--- src/rtl/wdt_irq_pkg.sv ---
package wdt_irq_pkg;

    localparam int ADDR_W = 2;
    localparam int ICTL_W = 6;
    localparam int NSRC   = 3;

    localparam logic [ADDR_W-1:0] ADDR_WDOG = 2'd0;
    localparam logic [ADDR_W-1:0] ADDR_ICTL = 2'd1;
    localparam logic [ADDR_W-1:0] ADDR_FLAG = 2'd2;

    // source positions inside the flags register
    localparam int SRC_WD = 0;
    localparam int SRC_AL = 1;
    localparam int SRC_PF = 2;

    typedef enum logic [1:0] {
        WD_OFF   = 2'd0,
        WD_PEND  = 2'd1,
        WD_COUNT = 2'd2
    } wd_state_e;

    typedef enum logic [1:0] {
        PIN_IDLE  = 2'd0,
        PIN_PULSE = 2'd1,
        PIN_HOLD  = 2'd2
    } pin_state_e;

    // interrupt control register, bit 5 down to bit 0
    typedef struct packed {
        logic pf_en;
        logic wd_en;
        logic al_en;
        logic pulse;
        logic pol_high;
        logic al_bk;
    } ictl_t;

endpackage

--- src/rtl/wdt_counter.sv ---
module wdt_counter
    import wdt_irq_pkg::*;
#(
    parameter int TO_W     = 6,
    parameter int TO_RESET = 0
) (
    input  logic            clk,
    input  logic            rst_n,
    input  logic            tick_i,
    input  logic            strobe_i,
    input  logic            wr_to_i,
    input  logic [TO_W-1:0] to_wdata_i,
    output logic [TO_W-1:0] to_o,
    output logic            expire_o
);

    localparam logic [TO_W-1:0] TO_INIT = TO_W'(TO_RESET);
    localparam logic [TO_W-1:0] ONE     = TO_W'(1);

    wd_state_e       state_q, state_d;
    logic [TO_W-1:0] cnt_q, cnt_d;
    logic [TO_W-1:0] to_q, to_next;

    assign to_next = wr_to_i ? to_wdata_i : to_q;
    assign to_o    = to_q;

    always_ff @(posedge clk or negedge rst_n) begin
        if (!rst_n) begin
            state_q <= (TO_INIT != '0) ? WD_COUNT : WD_OFF;
            cnt_q   <= TO_INIT;
            to_q    <= TO_INIT;
        end else begin
            state_q <= state_d;
            cnt_q   <= cnt_d;
            to_q    <= to_next;
        end
    end

    always_comb begin
        state_d  = state_q;
        cnt_d    = cnt_q;
        expire_o = 1'b0;
        if (strobe_i) begin
            cnt_d   = to_next;
            state_d = (to_next != '0) ? WD_COUNT : WD_OFF;
        end else if (wr_to_i) begin
            state_d = WD_PEND;
        end else if (tick_i) begin
            unique case (state_q)
                WD_OFF: begin
                    state_d = WD_OFF;
                end
                WD_PEND: begin
                    cnt_d   = to_q;
                    state_d = (to_q != '0) ? WD_COUNT : WD_OFF;
                end
                WD_COUNT: begin
                    if (cnt_q == ONE) begin
                        expire_o = 1'b1;
                        cnt_d    = to_q;
                    end else begin
                        cnt_d = cnt_q - ONE;
                    end
                end
                default: begin
                    state_d = WD_OFF;
                end
            endcase
        end
    end


    count_range_chk: assert property (@(posedge clk) disable iff (!rst_n)
        (state_q == WD_COUNT) |-> (cnt_q != '0 && cnt_q <= to_q));


    expire_tick_chk: assert property (@(posedge clk) disable iff (!rst_n)
        expire_o |-> tick_i);


    strobe_reload_chk: assert property (@(posedge clk) disable iff (!rst_n)
        (strobe_i && !wr_to_i && to_q != '0) |=> (state_q == WD_COUNT && cnt_q == $past(to_q)));

endmodule

--- src/rtl/irq_pin_ctrl.sv ---
module irq_pin_ctrl
    import wdt_irq_pkg::*;
#(
    parameter int PULSE_CYC = 6553600
) (
    input  logic clk,
    input  logic rst_n,
    input  logic fire_i,
    input  logic pulse_mode_i,
    input  logic clear_i,
    input  logic pol_high_i,
    input  logic backup_i,
    output logic pin_o,
    output logic pin_oe_o
);

    localparam int PW = (PULSE_CYC < 2) ? 1 : $clog2(PULSE_CYC);
    localparam logic [PW-1:0] PULSE_LOAD = PW'(PULSE_CYC - 1);

    pin_state_e    state_q, state_d;
    logic [PW-1:0] cnt_q, cnt_d;
    logic          active;

    always_ff @(posedge clk or negedge rst_n) begin
        if (!rst_n) begin
            state_q <= PIN_IDLE;
            cnt_q   <= '0;
        end else begin
            state_q <= state_d;
            cnt_q   <= cnt_d;
        end
    end

    always_comb begin
        state_d = state_q;
        cnt_d   = cnt_q;
        if (fire_i) begin
            if (pulse_mode_i) begin
                state_d = PIN_PULSE;
                cnt_d   = PULSE_LOAD;
            end else begin
                state_d = PIN_HOLD;
            end
        end else if (clear_i) begin
            state_d = PIN_IDLE;
        end else begin
            unique case (state_q)
                PIN_IDLE: state_d = PIN_IDLE;
                PIN_PULSE: begin
                    if (cnt_q == '0) state_d = PIN_IDLE;
                    else             cnt_d   = cnt_q - PW'(1);
                end
                PIN_HOLD: state_d = PIN_HOLD;
                default:  state_d = PIN_IDLE;
            endcase
        end
    end

    // output process: drive type chosen by the polarity bit
    always_comb begin
        active = (state_q != PIN_IDLE);
        if (pol_high_i) begin
            pin_oe_o = !backup_i;
            pin_o    = active;
        end else begin
            pin_oe_o = active;
            pin_o    = 1'b0;
        end
    end


    hold_keep_chk: assert property (@(posedge clk) disable iff (!rst_n)
        (state_q == PIN_HOLD && !clear_i) |=> (state_q != PIN_IDLE));


    clear_release_chk: assert property (@(posedge clk) disable iff (!rst_n)
        (clear_i && !fire_i) |=> (state_q == PIN_IDLE));


    pulse_start_chk: assert property (@(posedge clk) disable iff (!rst_n)
        (fire_i && pulse_mode_i) |=> (state_q == PIN_PULSE && cnt_q == PULSE_LOAD));


    od_never_high_chk: assert property (@(posedge clk) disable iff (!rst_n)
        (!pol_high_i) |-> (!pin_o));

endmodule

--- src/rtl/int_regs.sv ---
module int_regs
    import wdt_irq_pkg::*;
#(
    parameter int          TO_W       = 6,
    parameter logic [5:0]  ICTL_RESET = 6'h24
) (
    input  logic              clk,
    input  logic              rst_n,
    input  logic              wr_i,
    input  logic              rd_i,
    input  logic [ADDR_W-1:0] addr_i,
    input  logic [TO_W+1:0]   wdata_i,
    input  logic [TO_W-1:0]   to_i,
    input  logic              wd_exp_i,
    input  logic              alarm_i,
    input  logic              pfail_i,
    input  logic              backup_i,
    output logic              strobe_o,
    output logic              wr_to_o,
    output logic [TO_W-1:0]   to_wdata_o,
    output logic              fire_o,
    output logic              pulse_mode_o,
    output logic              pol_high_o,
    output logic              clear_o,
    output logic [TO_W+1:0]   rdata_o
);

    localparam int DATA_W   = TO_W + 2;
    localparam int MASK_BIT = TO_W;
    localparam int STRB_BIT = TO_W + 1;

    ictl_t             ictl_q;
    logic              mask_q;
    logic [NSRC-1:0]   ev, en, allow, flag_q;
    logic [DATA_W-1:0] rd_val;
    logic              wr_wdog, wr_ictl;

    assign wr_wdog    = wr_i && (addr_i == ADDR_WDOG);
    assign wr_ictl    = wr_i && (addr_i == ADDR_ICTL);
    assign strobe_o   = wr_wdog && wdata_i[STRB_BIT];
    assign wr_to_o    = wr_wdog && !wdata_i[MASK_BIT];
    assign to_wdata_o = wdata_i[TO_W-1:0];
    assign clear_o    = rd_i && (addr_i == ADDR_FLAG);

    always_ff @(posedge clk or negedge rst_n) begin
        if (!rst_n) begin
            ictl_q <= ictl_t'(ICTL_RESET);
            mask_q <= 1'b0;
        end else begin
            if (wr_ictl) ictl_q <= ictl_t'(wdata_i[ICTL_W-1:0]);
            if (wr_wdog) mask_q <= wdata_i[MASK_BIT];
        end
    end

    // event, enable and backup gate vectors in flag order
    always_comb begin
        ev[SRC_WD]    = wd_exp_i;
        ev[SRC_AL]    = alarm_i;
        ev[SRC_PF]    = pfail_i;
        en[SRC_WD]    = ictl_q.wd_en;
        en[SRC_AL]    = ictl_q.al_en;
        en[SRC_PF]    = ictl_q.pf_en;
        allow[SRC_WD] = !backup_i;
        allow[SRC_AL] = !backup_i || ictl_q.al_bk;
        allow[SRC_PF] = 1'b1;
    end

    for (genvar i = 0; i < NSRC; i++) begin : g_flag
        logic bit_q;
        always_ff @(posedge clk or negedge rst_n) begin
            if (!rst_n) bit_q <= 1'b0;
            else        bit_q <= (bit_q && !clear_o) || ev[i];
        end
        assign flag_q[i] = bit_q;


        flag_set_chk: assert property (@(posedge clk) disable iff (!rst_n)
            ev[i] |=> flag_q[i]);
    end

    assign fire_o       = |(ev & en & allow);
    assign pulse_mode_o = ictl_q.pulse;
    assign pol_high_o   = ictl_q.pol_high;

    always_comb begin
        unique case (addr_i)
            ADDR_WDOG: rd_val = {1'b0, mask_q, to_i};
            ADDR_ICTL: rd_val = DATA_W'(ictl_q);
            ADDR_FLAG: rd_val = DATA_W'(flag_q);
            default:   rd_val = '0;
        endcase
    end

    always_ff @(posedge clk or negedge rst_n) begin
        if (!rst_n)    rdata_o <= '0;
        else if (rd_i) rdata_o <= rd_val;
    end


    strobe_reads_zero_chk: assert property (@(posedge clk) disable iff (!rst_n)
        (rd_i && addr_i == ADDR_WDOG) |=> !rdata_o[STRB_BIT]);


    backup_gate_chk: assert property (@(posedge clk) disable iff (!rst_n)
        (backup_i && !pfail_i && !ictl_q.al_bk) |-> !fire_o);


    rdata_hold_chk: assert property (@(posedge clk) disable iff (!rst_n)
        (!rd_i) |=> $stable(rdata_o));

endmodule

--- src/rtl/wdt_irq_ctrl.sv ---
module wdt_irq_ctrl
    import wdt_irq_pkg::*;
#(
    parameter int         TO_W       = 6,
    parameter int         TO_RESET   = 0,
    parameter logic [5:0] ICTL_RESET = 6'h24,
    parameter int         PULSE_CYC  = 6553600
) (
    input  logic            clk,
    input  logic            rst_n,
    input  logic            tick_i,
    input  logic            alarm_evt_i,
    input  logic            pfail_evt_i,
    input  logic            backup_i,
    input  logic            reg_wr_i,
    input  logic            reg_rd_i,
    input  logic [1:0]      reg_addr_i,
    input  logic [TO_W+1:0] reg_wdata_i,
    output logic [TO_W+1:0] reg_rdata_o,
    output logic            irq_o,
    output logic            irq_oe_o
);

    logic            strobe, wr_to, wd_exp, fire, pulse_mode, pol_high, clear;
    logic [TO_W-1:0] to_val, to_wdata;

    wdt_counter #(
        .TO_W     (TO_W),
        .TO_RESET (TO_RESET)
    ) i_wdt (
        .clk        (clk),
        .rst_n      (rst_n),
        .tick_i     (tick_i),
        .strobe_i   (strobe),
        .wr_to_i    (wr_to),
        .to_wdata_i (to_wdata),
        .to_o       (to_val),
        .expire_o   (wd_exp)
    );

    int_regs #(
        .TO_W       (TO_W),
        .ICTL_RESET (ICTL_RESET)
    ) i_regs (
        .clk          (clk),
        .rst_n        (rst_n),
        .wr_i         (reg_wr_i),
        .rd_i         (reg_rd_i),
        .addr_i       (reg_addr_i),
        .wdata_i      (reg_wdata_i),
        .to_i         (to_val),
        .wd_exp_i     (wd_exp),
        .alarm_i      (alarm_evt_i),
        .pfail_i      (pfail_evt_i),
        .backup_i     (backup_i),
        .strobe_o     (strobe),
        .wr_to_o      (wr_to),
        .to_wdata_o   (to_wdata),
        .fire_o       (fire),
        .pulse_mode_o (pulse_mode),
        .pol_high_o   (pol_high),
        .clear_o      (clear),
        .rdata_o      (reg_rdata_o)
    );

    irq_pin_ctrl #(
        .PULSE_CYC (PULSE_CYC)
    ) i_pin (
        .clk          (clk),
        .rst_n        (rst_n),
        .fire_i       (fire),
        .pulse_mode_i (pulse_mode),
        .clear_i      (clear),
        .pol_high_i   (pol_high),
        .backup_i     (backup_i),
        .pin_o        (irq_o),
        .pin_oe_o     (irq_oe_o)
    );


    pp_backup_release_chk: assert property (@(posedge clk) disable iff (!rst_n)
        (pol_high && backup_i) |-> !irq_oe_o);

endmodule

--- config.mk ---
export PLATFORM = sky130hd
export DESIGN_NAME = wdt_irq_ctrl
export DESIGN_NICKNAME = d
export VERILOG_FILES = /design/src/rtl/wdt_irq_pkg.sv /design/src/rtl/wdt_counter.sv /design/src/rtl/irq_pin_ctrl.sv /design/src/rtl/int_regs.sv /design/src/rtl/wdt_irq_ctrl.sv
export SDC_FILE = /design/constraint.sdc
export NUM_CORES = 1
export LEC_CHECK = 0
export BUFFER_PORTS_ARGS = -buffer_cell sky130_fd_sc_hd__buf_2
export CAP_MARGIN = 40
export CELL_PAD_IN_SITES_DETAIL_PLACEMENT = 0
export CELL_PAD_IN_SITES_GLOBAL_PLACEMENT = 1
export CORE_ASPECT_RATIO = 0.9
export CORE_MARGIN = 4
export CORE_UTILIZATION = 35
export CTS_CLUSTER_SIZE = 30
export DETAILED_ROUTE_END_ITERATION = 8
export PLACE_DENSITY = 0.71
export REMOVE_ABC_BUFFERS = 1
export SYNTH_ARGS = -nofsm -noshare
export SYNTH_HDL_FRONTEND = slang
export SYNTH_SLANG_ARGS = --single-unit
--- constraint.sdc ---
create_clock -name clk -period 2.5 [get_ports clk]
set_input_delay 0.5 -clock clk [delete_from_list [all_inputs] [get_ports clk]]
set_output_delay 0.5 -clock clk [all_outputs]
set_load 0.1 [all_outputs]
==> metrics.yaml <==
grt_pass1_wl_um: 12300
vias: 2449
core_mm2: 0.00815
worstPathMaxFanout: 6
numPlacedInstances: 440
cts-htree-levels: 2
max_clock_freq_mhz: 436
syn_to_final_growth_pct: 16.7
ir_worst_vdd_mv: 0.427
overflow: 0
insertion_delay_ns: 0.30
synth_edf_count: 0
maxCapViolCount: 0
start_util: 0.364
rsz0062_at_grt: "no"
cts_tree: "done"
drcViolationCount: 0
final.period_utilization: 0.917
grt_pass1_vias: 2413
clockBufferDepth: 2
tightest_slew_ns: 0.801
async_reset_ff_frac: 1.00
synth_area_mm2: 0.00297
grt_max_degree: 34
period_needed_ns: 2.29
synth_top_area_share: 0.455
place_congestion: 0.773
dpl.hpwl_um: 5430
drt_iter0_drc: 91
p_leak_uw: 0.00144
synthFlopType: "dfrtp_1"
die_w_um: 105
diodes: 0
ys_seq_elements: 56
status: "finished, final reports clean"
grtUsageTotal: 0.152
synth_top_area_cell: "dfrtp_1"
cts_resized: 0
fin_area_mm2: 0.00346
ant_nets: 0
cts.sinks: 56
crit_chain: "ha_1 > and4b_1 > o2111a_1 > or4b_1 > o21ai_1 > or3b_1"
mostFrequentLayoutCells: "dfrtp_1, o21ai_0, buf_2, nand2_1, buf_4"
holdWs_ns: 0.266
netlist_instances: 306
io-pin-count: 28
cp-start-kind: "register"
holdBufCountCts: 0
crit_type: "reg -> reg"
fin_nets: 371
wire_per_inst_um: 16.1
final_common_cell: "dfrtp_1"
cp-end-kind: "register"
synthTopCellsByArea: "dfrtp_1, o21ai_0, mux2_2"
drv_slew: 0
placed_cell_area_mm2: 0.00334
antenna_found_initial: 0
yosysUniqueCellTypes: 53
drt-pass1-iter-count: 4
fin_skew_ns: 0.00693
dieArea_mm2: 0.0100
ys_seq_area_frac: 0.473
fp.dieH_um: 95.4
final-instance-count-excl-fill: 448
crit_path_top_delay_cell: "or4b_1"
arrival_ns: 2.48
wirelength_um: 7210
max_stage_delay_ns: 0.60
hold_viol: 0
setup_ws_ns: 0.208
avgSynthCellArea_um2: 9.70
ys_warn_count: 0
maxSlewHeadroom: 0.462
drt-vias-per-instance: 5.47
drive_above_1_share: 0.209
dpl_worst_slack_ns: -0.00785
cts-root-buf: "clkbuf_8"
portBuffers: 26
hold_path.class: "in -> async"
cts_setup_buffers: 0
clk_pin_slew_ns: 0.10
finalSetupViolCount: 0
cts_buffers: 5
rows: 31
powerDensity_mw_per_mm2: 770
cp.required_ns: 2.69
-- sequential cells by signal, indices dropped and copies added, names as in the netlist, 2 cells and up --
register / cells
i_wdt.cnt_q: 6
i_regs.rdata_o: 7
i_regs.g_flag.bit_q: 3
i_wdt.to_o: 6
i_pin.cnt_q: 23
i_wdt.state_q: 2
i_regs.en: 3
i_pin.state_q: 2
-- cells by family (layout without fill, tap and decap cells) --
kind of cell,Yosys count,count (layout),synth area share
XOR/XNOR,4,4,0.0118
AO/OA/AOI/OAI,81,81,0.177
multiplexers,19,19,0.0683
buffers and inverters,27,70,0.0358
adder cells (fa/ha/maj),5,5,0.0211
flip-flops,56,56,0.473
AND/OR/NAND/NOR,113,113,0.212
other,1,1,0.00126
-- where the power goes --
| part | switching, µW | internal (µW) |
|---|---|---|
| Clock | 301 | 354 |
| Combinational | 510 | 301 |
| Sequential | 153 | 1050 |
-- through the flow --
| stage | TNS, ns | util | power (µW) |
|---|---|---|---|
| final | 0 | 0.425 | 2670 |
| after global routing | 0 | 0.425 | 2830 |
| after CTS | 0 | 0.425 | 2690 |
| after detailed placement | -0.00785 | 0.410 | 2030 |
| after global placement | 0 | 0.410 | 2020 |
| after floorplan | -0.594 | - | 1780 |
-- synthesized netlist by cell type, drive strengths merged, types with 9 or more instances --
master / count
a21oi: 18
and3: 9
nor2b: 11
nor4: 9
nor2: 16
nand2: 23
mux2: 10
o21ai: 27
inv: 16
nor3: 15
mux2i: 9
dfrtp: 54
-- area by class of cell --
type	instances	area [µm²]
clock inverters	1	30.0
multi-input cells	223	1460
inverters	16	60.1
clock buffers	7	96.3
well taps	99	124
flip-flops and latches	56	1400
fillers	807	4680
repair buffers	46	293
-- worst max-delay path, delay by kind of cell (launching register included) --
kind,cells,cell delay [ns]
flip-flops,1,0.45
adder cells (fa/ha/maj),1,0.24
AO/OA/AOI/OAI,2,0.31
AND/OR/NAND/NOR,3,1.18
-- final timing paths --
path                                         from                endpoint  slack [ns]  depth (start not counted)
min in group clk                      pfail_evt_i  i_regs.g_flag[2].bit_q        0.40                          2
setup reg to reg                   i_wdt.cnt_q[0]         i_pin.cnt_q[16]        0.21                          6
max in group asynchronous                   rst_n        i_wdt.state_q[0]        1.59                          2
setup / recovery                   i_wdt.cnt_q[0]         i_pin.cnt_q[16]        0.21                          6
hold reg to reg            i_regs.g_flag[2].bit_q  i_regs.g_flag[2].bit_q        0.49                          1
hold / removal                              rst_n          i_wdt.cnt_q[5]        0.27                          1
-- per-layer routing --
layer / global-route usage / share of wire
met2: 0.228 / 0.42
met3: 0.0251 / 0.039
met4: 0.0328 / 0.0061
met5: 0 / 0
met1: 0.230 / 0.53
Note: power is estimated with default switching activity, not from simulation.
